**src/rtl/adc_scan_ctrl.sv**
```systemverilog
module adc_scan_ctrl #(
  parameter int CLK_HZ       = 1_000_000,
  parameter int RATE_HZ      = 500,
  parameter int N_CH         = 8,
  parameter int STROBE_CLKS  = 3,
  parameter int DONE_TIMEOUT = 4096,
  parameter int OVR_W        = 8
) (
  input  logic                         clk,
  input  logic                         rst_n,
  input  logic [N_CH-1:0]              chan_en,
  input  logic [1:0]                   range_sel,
  output logic                         adc_cs_n,
  output logic                         adc_wr_n,
  output logic                         adc_rd_n,
  output logic                         adc_hben,
  output logic [7:0]                   adc_dout,
  output logic                         adc_doe,
  input  logic [7:0]                   adc_din,
  input  logic                         adc_int_n,
  output logic [11:0]                  smp_data,
  output logic [$clog2(N_CH)-1:0]      smp_chan,
  output logic                         smp_valid,
  output logic [OVR_W-1:0]             ovr_cnt,
  output logic                         timeout_err
);
  localparam int CH_W  = $clog2(N_CH);
  localparam int DIV   = CLK_HZ / RATE_HZ;
  localparam int DIV_W = $clog2(DIV);
  localparam int CNT_W = $clog2(DONE_TIMEOUT + 1);
  localparam logic [1:0] ACQ_MODE = 2'b01;

  typedef enum logic [2:0] {S_IDLE, S_WR, S_GO, S_POLL, S_RLO, S_RHI} st_t;

  st_t              st;
  logic [DIV_W-1:0] div_q;
  logic [CNT_W-1:0] cnt;
  logic [1:0]       int_sync;
  logic [CH_W-1:0]  cur, nxt;
  logic [7:0]       lo_q;

  function automatic logic [CH_W-1:0] first_en(input logic [N_CH-1:0] m,
                                               input logic [CH_W-1:0] s);
    first_en = s;
    for (int i = N_CH - 1; i >= 0; i--) begin
      int k;
      k = (int'(s) + i) % N_CH;
      if (m[k]) first_en = CH_W'(k);
    end
  endfunction

  wire tick       = (div_q == DIV_W'(DIV - 1));
  wire done_s     = ~int_sync[1];
  wire strobe_end = (cnt == CNT_W'(STROBE_CLKS - 1));
  wire poll_end   = (cnt == CNT_W'(DONE_TIMEOUT - 1));

  assign adc_wr_n = (st != S_WR);
  assign adc_rd_n = !(st == S_RLO || st == S_RHI);
  assign adc_cs_n = adc_wr_n & adc_rd_n;
  assign adc_hben = (st == S_RHI);
  assign adc_doe  = (st == S_WR);
  assign adc_dout = {ACQ_MODE, 1'b0, range_sel, 3'(cur)};

  always_ff @(posedge clk) begin
    if (!rst_n) begin
      div_q    <= '0;
      int_sync <= 2'b11;
    end else begin
      div_q    <= tick ? '0 : div_q + 1'b1;
      int_sync <= {int_sync[0], adc_int_n};
    end
  end

  always_ff @(posedge clk) begin
    if (!rst_n) begin
      st          <= S_IDLE;
      cnt         <= '0;
      cur         <= '0;
      nxt         <= '0;
      lo_q        <= '0;
      smp_data    <= '0;
      smp_chan    <= '0;
      smp_valid   <= 1'b0;
      ovr_cnt     <= '0;
      timeout_err <= 1'b0;
    end else begin
      smp_valid <= 1'b0;
      if (tick && st != S_IDLE && ovr_cnt != '1) ovr_cnt <= ovr_cnt + 1'b1;
      case (st)
        S_IDLE: if (tick && |chan_en) begin
          cur <= first_en(chan_en, nxt);
          cnt <= '0;
          st  <= S_WR;
        end
        S_WR, S_GO: begin
          cnt <= strobe_end ? '0 : cnt + 1'b1;
          if (strobe_end) st <= (st == S_WR) ? S_GO : S_POLL;
        end
        S_POLL: begin
          cnt <= cnt + 1'b1;
          if (done_s) begin
            cnt <= '0;
            st  <= S_RLO;
          end else if (poll_end) begin
            cnt         <= '0;
            timeout_err <= 1'b1;
            st          <= S_IDLE;
          end
        end
        S_RLO: begin
          cnt <= strobe_end ? '0 : cnt + 1'b1;
          if (strobe_end) begin
            lo_q <= adc_din;
            st   <= S_RHI;
          end
        end
        S_RHI: begin
          cnt <= strobe_end ? '0 : cnt + 1'b1;
          if (strobe_end) begin
            smp_data    <= {adc_din[3:0], lo_q};
            smp_chan    <= cur;
            smp_valid   <= 1'b1;
            timeout_err <= 1'b0;
            nxt         <= (int'(cur) == N_CH - 1) ? '0 : cur + 1'b1;
            st          <= S_IDLE;
          end
        end
        default: st <= S_IDLE;
      endcase
    end
  end
endmodule


```
**config.mk**
```make
export PLATFORM = sky130hd
export DESIGN_NAME = adc_scan_ctrl
export DESIGN_NICKNAME = d
export VERILOG_FILES = /design/src/rtl/adc_scan_ctrl.sv
export SDC_FILE = /design/constraint.sdc
export NUM_CORES = 1
export LEC_CHECK = 0
export CAP_MARGIN = 5
export CORE_ASPECT_RATIO = 1.4
export CORE_UTILIZATION = 54
export CTS_BUF_LIST = sky130_fd_sc_hd__clkbuf_4
export DETAILED_ROUTE_END_ITERATION = 6
export DONT_BUFFER_PORTS = 1
export GPL_TIMING_DRIVEN = 0
export PLACE_DENSITY = 0.72
export RECOVER_POWER = 100
export SLEW_MARGIN = 15
export SYNTH_ARGS = -nofsm -noshare
export SYNTH_HDL_FRONTEND = slang
export SYNTH_SLANG_ARGS = --single-unit
```
**constraint.sdc**
```tcl
create_clock -name clk -period 2.68 [get_ports clk]
set_clock_uncertainty 0.2 [all_clocks]
set_input_delay 0.134 -clock clk [delete_from_list [all_inputs] [get_ports clk]]
set_output_delay 0.134 -clock clk [all_outputs]
set_load 0.1 [all_outputs]
```
==> impl_metrics.env <==
export IMPL_synthTopCellsByArea="dfxtp_1 34%, mux2i_1 6.3%, nor2_1 5.4%"
export IMPL_hpwl_um=6590
export IMPL_ys_seq_elements=68
export IMPL_nFillCells=618
export IMPL_layout_common_cells="66 x dfxtp_1, 57 x nor2_1, 54 x nand2_1, 25 x a21oi_1, 23 x mux2i_1"
export IMPL_synthCells=462
export IMPL_yosys_warnings=0
export IMPL_cts_root_buf="clkbuf_4"
export IMPL_layout_commonest_cell="dfxtp_1"
export IMPL_worst_pin_slew_ns=1.14
export IMPL_die_h_um=104
export IMPL_drt_iter0_drc=415
export IMPL_cts_made_buffers=9
export IMPL_rr_worst_depth=12
export IMPL_avgViaCountPerCell=5.85
export IMPL_cts_sinks=68
export IMPL_wl_per_cell_um=16.1
export IMPL_critPathMaxFanout=6
export IMPL_r2r_end="cur[1]$_SDFFE_PN0P_"
export IMPL_core_mm2=0.00703
export IMPL_path_class="flop to flop"
export IMPL_crit_arrival_ns=2.78
export IMPL_place_congestion=0.893
export IMPL_clock_path_buffers=2
export IMPL_dr_pass1_iters=4
export IMPL_worst_setup_path_start_kind="flop"
export IMPL_synthArstFlopShare=0
export IMPL_grt_pass1_vias=3359
export IMPL_ys_flop_type="dfxtp_1"
export IMPL_h_tree_depth=3
export IMPL_wl_um=9610
export IMPL_overflow=0
export IMPL_antenna_found_initial=0
export IMPL_synth_top_area_cell="dfxtp_1"
export IMPL_avgSynthCellArea_um2=8.60
export IMPL_port_buffers=0
export IMPL_finalSetupViolCount=1
export IMPL_die_x_um=74.5
export IMPL_start_util=0.566
export IMPL_post_dp_cell_area_mm2=0.00412
export IMPL_final_area_mm2=0.00455
export IMPL_hold_violations=0
export IMPL_seq_area_mm2=0.00136
export IMPL_final_nets=525
export IMPL_dieArea_mm2=0.00771
export IMPL_netlist_cell_type_count=59
export IMPL_rows=36
export IMPL_synth_top_area_share=0.343
export IMPL_hp_class="input port to flop"
export IMPL_seq_area_frac_synth=0.343
export IMPL_period_share=1.00
export IMPL_synth_edf_count=0
export IMPL_startpoint="nxt[0]$_SDFFE_PN0P_"
export IMPL_clock_latency_ns=0.43
export IMPL_area_delta_synth_final_pct=14.4
export IMPL_layout_min_cycle_time_ns=2.69
export IMPL_endpoint="cur[1]$_SDFFE_PN0P_"
export IMPL_cts_tree="built"
export IMPL_peakVddDrop_uv=424
export IMPL_grt_pass1_wl_um=15800
export IMPL_worst_setup_path_end_kind="flop"
export IMPL_finish_cell_count_without_fillers=596
export IMPL_synthesis_area_mm2=0.00397
export IMPL_n_antenna_cell=0
export IMPL_vias=3488
export IMPL_status="finished with violations"
export IMPL_worst_slack_ns=-0.0121
export IMPL_finish_utilization=0.647
export IMPL_drc=0
export IMPL_setup_tns_ns=-0.0121
export IMPL_slew_violations=0
export IMPL_violations="negative setup slack"
export IMPL_power_density_mw_per_mm2=427
export IMPL_dp_cells=558
export IMPL_drive_gt1_frac=0.156
export IMPL_top_level_ports=59
export IMPL_p_leak_uw=0.00168
export IMPL_r2r_start="nxt[0]$_SDFFE_PN0P_"
export IMPL_fmax_mhz=371
export IMPL_crit_required_ns=2.77
export IMPL_antenna_left=0
export IMPL_max_cap_violations=0
export IMPL_rrSetupSlack_ns=-0.01
export IMPL_rsz0062_at_grt="yes"
export IMPL_clk_pin_slew_ns=0.10
export IMPL_multi_input_area_mm2=0.00250
export IMPL_gr_usage_all_layers=0.266
export IMPL_slew_headroom=0.236
export IMPL_grt_max_degree=11
-- routing by layer --
layer,vias up,global-route usage,wire (µm)
li1,1706,-,-
met1,1666,0.314,3960
met2,92,0.431,4810
met3,24,0.0788,565
met4,0,0.128,275
met5,-,0,0
-- worst max-delay path, stage by stage, from the launching register on --
cell      delay (ns)
dfxtp_2         0.35
buf_6           0.12
clkinv_8        0.06
ha_4            0.24
buf_8           0.14
buf_8           0.12
buf_4           0.13
mux2i_1         0.12
mux4_2          0.48
o211ai_1        0.17
mux2_2          0.18
a31o_1          0.16
a31oi_1         0.09
-- area by class of cell --
type                       instances  area share
timing repair buffer              24      0.0501
clock buffer                      11      0.0182
multi-input combinational        351       0.549
clock inverter                     5     0.00413
tap                               95      0.0261
sequential                        68       0.300
buffer                            31      0.0382
inverter                          11      0.0140
-- worst min path at each step --
stage               cells past startpoint  slack, ns                     end  startpoint
floorplan                               1       0.04  int_sync[0]$_SDFF_PN1_   adc_int_n
global placement                        1       0.04  int_sync[0]$_SDFF_PN1_   adc_int_n
detailed placement                      1       0.05  int_sync[0]$_SDFF_PN1_   adc_int_n
CTS                                     3       0.07     cur[2]$_SDFFE_PN0P_  chan_en[4]
global route                            3       0.13     cur[2]$_SDFFE_PN0P_  chan_en[4]
finish                                  3       0.07     cur[2]$_SDFFE_PN0P_  chan_en[4]
-- flip-flops by register name, summed over array words and instances (netlist names) --
name / flops
cnt: 13
cur: 3
div_q: 11
int_sync: 2
lo_q: 8
nxt: 3
ovr_cnt: 8
smp_chan: 3
smp_data: 12
smp_valid: 1
st: 3
timeout_err: 1
-- power by group --
part | leakage [µW] | total (µW) | switching, µW | internal, µW
Sequential | 0.000550 | 1040 | 13.2 | 1030
Combinational | 0.00107 | 369 | 252 | 117
Clock | 0.0000584 | 535 | 338 | 197
-- per-stage QoR --
stage / power [µW] / worst slack [ns] / hold WS, ns
3_5_place_dp: 1400 / -0.266 / 0.0540
2_1_floorplan: 1350 / 0.00727 / 0.0355
3_3_place_gp: 1400 / -0.248 / 0.0388
4_1_cts: 1940 / -0.00909 / 0.0678
6_report: 1940 / -0.0121 / 0.0683
5_1_grt: 2030 / -0.0918 / 0.126
-- synth_stat cells (3+ instances only) --
library cell and n:
nand4_1 10, and4_1 3, o21ai_0 13, a22oi_1 3, or2_2 3, nor4_1 5
and3b_1 3, inv_1 9, or3_1 3, and3_1 13, mux2i_1 25, xnor2_1 6
nor2_1 57, nand2b_1 3, nor2b_1 6, clkbuf_1 18, buf_4 7, ha_1 8
nand2_1 55, mux2_2 10, mux4_2 9, nand3b_1 3, mux4_1 4, buf_2 5
o211ai_1 4, o21a_1 3, dfxtp_1 68, a31oi_1 5, nand3_1 14, xor2_1 21
nor3_1 5, a21oi_1 25, and2_1 3
-- what timing repair did --
item	4_1_cts	5_1_grt
pin swaps	0	3
gates cloned	1	1
resized for setup	14	19
setup buffers	4	6
endpoints found under the setup margin	11	28
hold buffers	12	0
endpoints found under the hold margin	22	0
-- cell families (layout without fill, tap and decap cells) --
kind of cell / count (synthesis) / count (layout) / synth area share
simple gates: 194 / 194 / 0.238
fa+ha+maj: 8 / 8 / 0.0252
mux: 48 / 48 / 0.169
flops: 68 / 68 / 0.343
buf+inv: 44 / 82 / 0.0519
other cells: 2 / 3 / 0.00189
xor+xnor: 27 / 27 / 0.0595
compound gates: 71 / 71 / 0.112
Note: power is estimated with default switching activity, not from simulation.
